File: src/rtl/md_admit_pkg.sv
package md_admit_pkg;

  typedef enum logic [1:0] {
    MD_REG_CTRL    = 2'd0,
    MD_REG_THRESH  = 2'd1,
    MD_REG_MINFREE = 2'd2,
    MD_REG_LEN     = 2'd3
  } md_reg_e;

  typedef struct packed {
    logic ack_sup;
    logic max_en;
    logic trunc_en;
    logic remote;
    logic allow_get;
    logic allow_put;
  } md_flags_t;

  localparam int unsigned MD_FLAG_W = 6;

endpackage

File: src/rtl/md_admit_decide.sv
module md_admit_decide
  import md_admit_pkg::*;
#(
  parameter int unsigned LEN_W = 16,
  parameter int unsigned THR_W = 8
) (
  input  md_flags_t          flags_i,
  input  logic               active_i,
  input  logic [LEN_W-1:0]   cur_off_i,
  input  logic [LEN_W-1:0]   region_len_i,
  input  logic [LEN_W-1:0]   min_free_i,
  input  logic [THR_W-1:0]   thr_i,
  input  logic               is_get_i,
  input  logic [LEN_W-1:0]   len_i,
  input  logic [LEN_W-1:0]   roff_i,
  input  logic               ack_req_i,
  output logic               accept_o,
  output logic               trunc_o,
  output logic [LEN_W-1:0]   base_o,
  output logic [LEN_W-1:0]   grant_o,
  output logic               ack_o,
  output logic [LEN_W-1:0]   nxt_off_o,
  output logic [THR_W-1:0]   nxt_thr_o,
  output logic               nxt_active_o
);

  localparam logic [THR_W-1:0] THR_INF = {THR_W{1'b1}};
  localparam logic [THR_W-1:0] THR_ONE = THR_W'(1);

  logic [LEN_W-1:0] remaining;
  logic [LEN_W-1:0] free_after;
  logic             fits, type_ok, thr_dec, low_space, exhausted;

  always_comb begin
    base_o    = flags_i.remote ? roff_i : cur_off_i;
    remaining = (base_o <= region_len_i) ? region_len_i - base_o : '0;
    fits      = (len_i <= remaining);
    type_ok   = is_get_i ? flags_i.allow_get : flags_i.allow_put;
    accept_o  = active_i && type_ok && (fits || flags_i.trunc_en);
    trunc_o   = accept_o && !fits;
    grant_o   = fits ? len_i : remaining;
    ack_o     = accept_o && !is_get_i && ack_req_i && !flags_i.ack_sup;

    nxt_off_o = (accept_o && !flags_i.remote) ? cur_off_i + grant_o : cur_off_i;

    thr_dec   = accept_o && (thr_i != THR_INF) && (thr_i != '0);
    nxt_thr_o = thr_dec ? thr_i - THR_ONE : thr_i;
    exhausted = thr_dec && (thr_i == THR_ONE);

    // unused space after the update; guarded if region shrank under the offset
    free_after = (nxt_off_o <= region_len_i) ? region_len_i - nxt_off_o : '0;
    low_space  = accept_o && flags_i.max_en && !flags_i.remote &&
                 (free_after < min_free_i);

    nxt_active_o = active_i && !exhausted && !low_space;
  end

endmodule

File: src/rtl/md_admit_state.sv
module md_admit_state
  import md_admit_pkg::*;
#(
  parameter int unsigned LEN_W = 16,
  parameter int unsigned THR_W = 8
) (
  input  logic               clk_i,
  input  logic               rst_ni,
  input  logic               cfg_we_i,
  input  logic [1:0]         cfg_addr_i,
  input  logic [LEN_W-1:0]   cfg_wdata_i,
  input  logic               upd_i,
  input  logic [LEN_W-1:0]   nxt_off_i,
  input  logic [THR_W-1:0]   nxt_thr_i,
  input  logic               nxt_active_i,
  output md_flags_t          flags_o,
  output logic [LEN_W-1:0]   region_len_o,
  output logic [LEN_W-1:0]   min_free_o,
  output logic [THR_W-1:0]   thr_o,
  output logic [LEN_W-1:0]   off_o,
  output logic               active_o
);

  md_reg_e waddr;
  assign waddr = md_reg_e'(cfg_addr_i);

  always_ff @(posedge clk_i or negedge rst_ni) begin
    if (!rst_ni) begin
      flags_o      <= '0;
      region_len_o <= '0;
      min_free_o   <= '0;
      thr_o        <= '0;
      off_o        <= '0;
      active_o     <= 1'b0;
    end else if (cfg_we_i) begin
      // configuration has priority over a same-cycle request update
      unique case (waddr)
        MD_REG_CTRL: begin
          flags_o  <= md_flags_t'(cfg_wdata_i[MD_FLAG_W-1:0]);
          off_o    <= '0;
          active_o <= (thr_o != '0);
        end
        MD_REG_THRESH:  thr_o        <= cfg_wdata_i[THR_W-1:0];
        MD_REG_MINFREE: min_free_o   <= cfg_wdata_i;
        MD_REG_LEN:     region_len_o <= cfg_wdata_i;
        default: ;
      endcase
    end else if (upd_i) begin
      off_o    <= nxt_off_i;
      thr_o    <= nxt_thr_i;
      active_o <= nxt_active_i;
    end
  end

endmodule

File: src/rtl/md_admit.sv
module md_admit
  import md_admit_pkg::*;
#(
  parameter int unsigned LEN_W = 16,
  parameter int unsigned THR_W = 8
) (
  input  logic               clk_i,
  input  logic               rst_ni,
  input  logic               cfg_we_i,
  input  logic [1:0]         cfg_addr_i,
  input  logic [LEN_W-1:0]   cfg_wdata_i,
  input  logic               req_valid_i,
  input  logic               req_is_get_i,
  input  logic [LEN_W-1:0]   req_len_i,
  input  logic [LEN_W-1:0]   req_roff_i,
  input  logic               req_ack_req_i,
  output logic               rsp_valid_o,
  output logic               rsp_accept_o,
  output logic               rsp_trunc_o,
  output logic [LEN_W-1:0]   rsp_offset_o,
  output logic [LEN_W-1:0]   rsp_len_o,
  output logic               rsp_ack_o,
  output logic               md_active_o,
  output logic [LEN_W-1:0]   md_offset_o,
  output logic [THR_W-1:0]   md_thresh_o
);

  md_flags_t        flags;
  logic [LEN_W-1:0] region_len, min_free, cur_off;
  logic [THR_W-1:0] thr;
  logic             active;

  logic             d_accept, d_trunc, d_ack, d_nxt_active;
  logic [LEN_W-1:0] d_base, d_grant, d_nxt_off;
  logic [THR_W-1:0] d_nxt_thr;

  md_admit_decide #(.LEN_W(LEN_W), .THR_W(THR_W)) u_decide (
    .flags_i      (flags),
    .active_i     (active),
    .cur_off_i    (cur_off),
    .region_len_i (region_len),
    .min_free_i   (min_free),
    .thr_i        (thr),
    .is_get_i     (req_is_get_i),
    .len_i        (req_len_i),
    .roff_i       (req_roff_i),
    .ack_req_i    (req_ack_req_i),
    .accept_o     (d_accept),
    .trunc_o      (d_trunc),
    .base_o       (d_base),
    .grant_o      (d_grant),
    .ack_o        (d_ack),
    .nxt_off_o    (d_nxt_off),
    .nxt_thr_o    (d_nxt_thr),
    .nxt_active_o (d_nxt_active)
  );

  md_admit_state #(.LEN_W(LEN_W), .THR_W(THR_W)) u_state (
    .clk_i        (clk_i),
    .rst_ni       (rst_ni),
    .cfg_we_i     (cfg_we_i),
    .cfg_addr_i   (cfg_addr_i),
    .cfg_wdata_i  (cfg_wdata_i),
    .upd_i        (req_valid_i),
    .nxt_off_i    (d_nxt_off),
    .nxt_thr_i    (d_nxt_thr),
    .nxt_active_i (d_nxt_active),
    .flags_o      (flags),
    .region_len_o (region_len),
    .min_free_o   (min_free),
    .thr_o        (thr),
    .off_o        (cur_off),
    .active_o     (active)
  );

  always_ff @(posedge clk_i or negedge rst_ni) begin
    if (!rst_ni) begin
      rsp_valid_o  <= 1'b0;
      rsp_accept_o <= 1'b0;
      rsp_trunc_o  <= 1'b0;
      rsp_offset_o <= '0;
      rsp_len_o    <= '0;
      rsp_ack_o    <= 1'b0;
    end else begin
      rsp_valid_o  <= req_valid_i;
      rsp_accept_o <= req_valid_i && d_accept;
      rsp_trunc_o  <= req_valid_i && d_trunc;
      rsp_offset_o <= (req_valid_i && d_accept) ? d_base : '0;
      rsp_len_o    <= (req_valid_i && d_accept) ? d_grant : '0;
      rsp_ack_o    <= req_valid_i && d_ack;
    end
  end

  assign md_active_o = active;
  assign md_offset_o = cur_off;
  assign md_thresh_o = thr;

endmodule

File: config.mk
export PLATFORM = sky130hd
export DESIGN_NAME = md_admit
export DESIGN_NICKNAME = d
export VERILOG_FILES = /design/src/rtl/md_admit_pkg.sv /design/src/rtl/md_admit_decide.sv /design/src/rtl/md_admit_state.sv /design/src/rtl/md_admit.sv
export SDC_FILE = /design/constraint.sdc
export NUM_CORES = 1
export LEC_CHECK = 0
export BUFFER_PORTS_ARGS = -buffer_cell sky130_fd_sc_hd__buf_4
export CELL_PAD_IN_SITES_DETAIL_PLACEMENT = 2
export CELL_PAD_IN_SITES_GLOBAL_PLACEMENT = 2
export CORE_ASPECT_RATIO = 1.1
export CORE_MARGIN = 3
export CORE_UTILIZATION = 38
export DETAILED_ROUTE_END_ITERATION = 10
export GPL_TIMING_DRIVEN = 0
export PLACE_DENSITY_LB_ADDON = 0.1
export SKIP_LAST_GASP = 1
export SYNTH_ARGS = -nofsm -noshare
export SYNTH_HDL_FRONTEND = slang
export SYNTH_SLANG_ARGS = --single-unit
File: constraint.sdc
create_clock -name clk_i -period 16.58 [get_ports clk_i]
set_input_delay 1.658 -clock clk_i [delete_from_list [all_inputs] [get_ports clk_i]]
set_output_delay 1.658 -clock clk_i [all_outputs]
set_load 0.05 [all_outputs]
* Yosys cells after proc, flatten, opt, wreduce, memory -nomap -nowiden
Index checks and enable logic that the tools add are counted.
** Storage, ports and cells
- Bits in latches :: 0
- Memory bits (read-only) :: 0
- Output and inout port bits :: 61
- Bits in writable memories :: 0
- Input bits :: 56
- Bits in registers :: 99
- Memories :: 0
- Logic and storage cells :: 84
** Cells by class
- Add/subtract/negate cells :: 4
- Shift-type cells :: 0
- Div/mod/pow operators :: 0
- Bitwise gates (word level) :: 0
- Magnitude comparators :: 4
- Reductions and logical operators :: 34
- Equality and inequality tests :: 7
- Mux-type cells :: 18
- Multipliers :: 0
** Operators with widths (number)
- two-way mux 16 bit :: 10
- <= comparator 16 bit :: 3
- two-way mux 8 bit :: 4
- subtractor 16 bit :: 2
- logical AND 1 bit :: 18
- adder 16 bit :: 1
- less-than comparator 16 bit :: 1
- equality test 8 x 1 -> 1 bit (second input constant) :: 1
- inequality test 8 bit (second input constant) :: 1
- AND reduction 2 bit :: 4
- nonzero test 8 bit :: 1
- subtractor 8 x 1 -> 8 bit (second input constant) :: 1
- logical NOT 1 bit :: 6
- equality test 2 bit (second input constant) :: 2
- two-way mux 1 bit :: 4
- inequality test 2 x 1 -> 1 bit (second input constant) :: 2
- nonzero test 2 bit :: 2
- AND reduction 3 bit :: 1
- equality test 2 x 1 -> 1 bit (second input constant) :: 1
- logical NOT 2 bit :: 1
- logical OR 1 bit :: 1

* Depth between registers and ports, before layout
- Depth after elaboration :: 16
- Mapped depth :: 51
- Gate-level depth less buffers :: 47

* Hierarchy
Synthesis repeated with hierarchy kept, for this count alone.
** Second synthesis, totals
- Cells, all modules :: 831
- Area, all modules :: 7734.9 µm²
** Modules (own cells, without submodules)
- md_admit_decide :: cells each 566, area each 4008.8 µm², sequential area each 0.0 µm², instances 1
- md_admit_state :: cells each 188, area each 2576.2 µm², sequential area each 1576.5 µm², instances 1
- md_admit :: cells each 77, area each 1149.9 µm², sequential area each 900.9 µm², instances 1

* Worst setup path after synthesis
Ideal clock, no wire load.
- Path kind :: input-to-reg
- Start :: in req_roff_i[9]
- End :: reg u_state.active_o
- Cell stages on the path :: 44
- Required time :: 16.455 ns
- Data arrival time :: 10.455 ns
- Library setup time :: 0.125 ns
- Path slack :: 6.000 ns
- Buffers on the path :: 3
- Path through :: mux2i_1 > ha_1 > nand2_2 > or3_4 > o41ai_2 > a221o_2 > inv_2 > buf_2 > nor3_1 > inv_1 > ha_1 > nand2_1 > or4_1 > o221a_2 > nor2_1 > buf_2 > mux2_2 > ha_1 > [... 8 more ...] > ha_1 > a21o_1 > a21o_1 > a21oi_1 > o21ai_0 > a21oi_1 > clkbuf_1 > nor2_1 > ha_1 > a21o_1 > a21o_1 > a21oi_1 > nor2b_1 > o21ai_0 > a21oi_1 > or3_1 > a21oi_1 > o21ai_1
** Between the ends
- Cells in the longest elaborated chain, start to end :: 16
- Elaborated cells on any way between the ends :: 27
- Those cells by class :: add/sub (3); order compare (4); mux (7); reduce/logical (13)
** Ends and longest elaborated chain
- start: declaration :: RTL line md_admit.sv:15 : input logic [LEN_W-1:0] req_roff_i,
- two-way mux 16 bit (*) :: RTL line md_admit_decide.sv:35 : base_o = flags_i.remote ? roff_i : cur_off_i;
- subtractor 16 bit / <= comparator 16 bit (equally long branches) :: RTL line md_admit_decide.sv:36 : remaining = (base_o <= region_len_i) ? region_len_i - base_o : '0;
- two-way mux 16 bit (*) :: RTL line md_admit_decide.sv:36
- parallel branches: the longest is 10 deep, another holds <= comparator 16 bit
- logical AND 1 bit (*) :: RTL line md_admit_decide.sv:55 : nxt_active_o = active_i && !exhausted && !low_space;
- two-way mux 1 bit (*) :: RTL line md_admit_state.sv:48 : end else if (upd_i) begin
- two-way mux 1 bit (*) :: RTL line md_admit_state.sv:35 : end else if (cfg_we_i) begin
- end signal: assignment :: RTL line md_admit_state.sv:41 : active_o <= (thr_o != '0);
- end signal: assignment :: RTL line md_admit_state.sv:51 : active_o <= nxt_active_i;
- end: declaration :: RTL line md_admit_state.sv:21 : output logic active_o
Mark *: on every way between the ends. The select of a mux whose other input is x is not followed.
A chain may end at the register's enable or synchronous reset.

* Final worst setup path
- Start :: reg u_state.flags_o[2] in the netlist's numbering
- End :: reg u_state.active_o
** Between the ends
- Cells in the longest elaborated chain, start to end :: 16
- Elaborated cells on any way between the ends :: 28
- Those cells by class :: add/sub (3); order compare (4); mux (7); reduce/logical (14)
** Ends and longest elaborated chain
- start: declaration :: RTL line md_admit_state.sv:16 : output md_flags_t flags_o,
- start signal: assignment :: RTL line md_admit_state.sv:39 : flags_o <= md_flags_t'(cfg_wdata_i[MD_FLAG_W-1:0]);
- parallel branches: the longest is 13 deep, another holds subtractor 16 bit
- logical AND 1 bit (*) :: RTL line md_admit_decide.sv:55
- two-way mux 1 bit (*) :: RTL line md_admit_state.sv:48
- two-way mux 1 bit (*) :: RTL line md_admit_state.sv:35
Marks and branches as above.

==> reports/metrics.yaml <==
ys_top_cells_by_area: "dfrtp_1, ha_1, mux2_2"
fillers: 2048
gp_congestion: 0.8819
root_buffer: "clkbuf_16"
final_max_slew_viol_count: 0
regArea_um2: 2477
clock_skew_ps: 15.04
routed_wl_um: 25690
status: "finished clean"
rrSetupSlack_ps: 3940
fp.dieH_um: 151.0
synth_seq_cells: 99
antenna_found_initial: 0
combPwrFrac_pct: 67.0
internal_power_w: 0.0008576
fin_cells: 1153
ys.flop_type: "dfrtp_1"
p_leak_nw: 4.312
use_met2_pct: 46.83
worst_path_max_delay_cell: "clkbuf_1"
worst_r2r_endpoint: "u_state.active_o$_DFFE_PN0P_"
gr-usage-met1_pct: 31.06
whs_path_depth: 1
synth_seq_area_share_pct: 34.10
holdWs_ps: 434.1
fmax_ghz: 0.07913
portBuffers: 116
area_growth_syn_to_layout_pct: 20.89
ir_drop_mv: 0.06440
core_area_um2: 18610
hold_viol_final: 0
async_flop_share_pct: 100.0
fin_nets: 1047
drtIter0Drc: 264
start_kind: "register"
synth_edf_count: 0
netlist.area_leader.share_pct: 34.10
syn_area_per_cell_um2: 9.351
worstMarginPinSlew_ps: 811.3
grt-ovfl-total: 0
cap_violations: 0
synth_area_um2: 7266
path_class: "register to register"
fin_crit_ps: 12640
placementRows: 52
syn_inst: 777
max_slew_margin_pct: 45.92
crit_required_ps: 16820
htreeDepth: 3
sequentialPowerShare_pct: 20.0
dp_hpwl_um: 20650
max_stage_delay_ps: 680
power_density_nw_per_um2: 197.6
grt_busiest_layer: "met2"
grt_max_degree: 100
finalSetupTns_ps: 0
period_share_pct: 76.23
final_common_cell: "buf_4"
drc: 0
synth_cell_types: 64
placedCellCount: 1136
cp.arrival_ps: 12870
postRouteAntennaNets: 0
hold_path_class: "register to register"
die_w_um: 137.8
die_area_um2: 20820
wl_per_cell_um: 22.28
grt_use_met3_pct: 2.226
clockBufferDepth: 2
drive_gt1_share_pct: 22.53
reg2reg_depth: 46
n_antenna_cell: 0
hold_start: "u_state.flags_o[5]$_DFFE_PN0P_"
cp_max_fo: 10
routed_via_density: 5.572
clock_sinks: 99
grt_pass1_wl_um: 40830
cts_post_setup_buffers_inserted: 0
start_util_pct: 39.05
first_global_vias: 7406
via_count: 6424
power.switching_w: 0.0008779
p_sw_share_pct: 50.58
min_to: "rsp_ack_o$_DFF_PN0_"
numCtsBuffers: 9
mappedNetlistNets: 919
p_clk_share_pct: 13.0
num_io_pins: 117
grtUsageTotal_pct: 25.41
cts_tree: "yes"
cts-resized-gates: 0
yosys.area.top_type: "dfrtp_1"
drt_pass1_iterations: 4
yosys_warnings: 0
setup_viol: 0
cp-end-kind: "register"
grt_setup_unrepaired: "no"
mostFrequentLayoutCells: "buf_4, dfrtp_1, ha_1, nor2_1, a21oi_1"
multiInputGateArea_um2: 4502
insertion_delay_ps: 360
timing.rr.start: "u_state.flags_o[2]$_DFFE_PN0P_"
clk_pin_slew_ps: 80
holdBufCountCts: 0
routing by layer:
layer	vias up	part of all wire (%)
met3	36	2.2
met4	0	2.3
li1	3025	-
met2	116	53
met1	3247	43
met5	-	0
how the worst max path moves through the flow:
| stage | start | to | slack (ps) | cells after the start |
|---|---|---|---|---|
| floorplan | req_roff_i[9] | u_state.active_o$_DFFE_PN0P_ | 6000 | 44 |
| global placement | req_roff_i[8] | u_state.active_o$_DFFE_PN0P_ | 4180 | 45 |
| detailed placement | req_roff_i[10] | u_state.active_o$_DFFE_PN0P_ | 3850 | 45 |
| CTS | u_state.flags_o[2]$_DFFE_PN0P_ | u_state.active_o$_DFFE_PN0P_ | 3840 | 46 |
| global route | u_state.flags_o[2]$_DFFE_PN0P_ | u_state.active_o$_DFFE_PN0P_ | 3180 | 47 |
| finish | u_state.flags_o[2]$_DFFE_PN0P_ | u_state.active_o$_DFFE_PN0P_ | 3940 | 46 |
power by group through the flow:
stage / Clock [W] / Sequential (W) / Combinational (W)
floorplan: 0 / 0.000422 / 0.000723
global placement: 0 / 0.000347 / 0.00108
detailed placement: 0 / 0.000352 / 0.00114
CTS: 0.000234 / 0.000348 / 0.00116
global route: 0.000243 / 0.000355 / 0.00129
finish: 0.000226 / 0.000348 / 0.00116
cell families after synthesis:
kind of cell    Yosys count  synth area share [%]
simple gates            225                 14.95
flops                    99                 34.10
mux                      81                 12.04
fa+ha+maj                86                 15.12
compound gates          174                 15.03
xor+xnor                 40                 4.822
buf+inv                  72                 3.943
critical path: cells and delay by family (launching register included):
family | cells | cell delay, ps
AO/OA/AOI/OAI | 19 | 4050
XOR/XNOR | 1 | 160
adder cells (fa/ha/maj) | 5 | 1740
buffers and inverters | 8 | 2510
flip-flops | 1 | 330
multiplexers | 2 | 410
AND/OR/NAND/NOR | 11 | 3280
registers in the layout, indices dropped and copies added, names as in the netlist, 6 cells and up:
name	count
rsp_len_o	16
rsp_offset_o	16
u_state.flags_o	6
u_state.min_free_o	16
u_state.off_o	16
u_state.region_len_o	16
u_state.thr_o	8
Yosys cell counts, types with 18 or more instances:
library cell  count
a21o_1           23
a21oi_1          60
dfrtp_1          99
ha_1             83
inv_1            47
mux2_2           51
mux2i_1          30
nand2_1          54
nor2_1           73
o21ai_0          38
xnor2_1          22
xor2_1           18
stage by stage:
step	utilization (%)	worst slack (ps)	total power, W	instance area (um^2)
after floorplan	-	6000	0.001145	7266
after global placement	45.36	4175	0.001426	8441
after detailed placement	45.36	3852	0.001496	8441
after CTS	47.03	3840	0.001746	8752
after global routing	47.20	3184	0.001884	8783
final	47.20	3942	0.001736	8783
final cells by class:
type | instances | share of cell area [%]
buffer | 22 | 1.125
tap | 243 | 3.462
inverter | 50 | 2.137
sequential | 99 | 28.21
clock inverter | 6 | 0.8262
clock buffer | 10 | 2.721
timing repair buffer | 117 | 10.27
multi-input combinational | 606 | 51.25
Power figures use the tool's default switching activity.
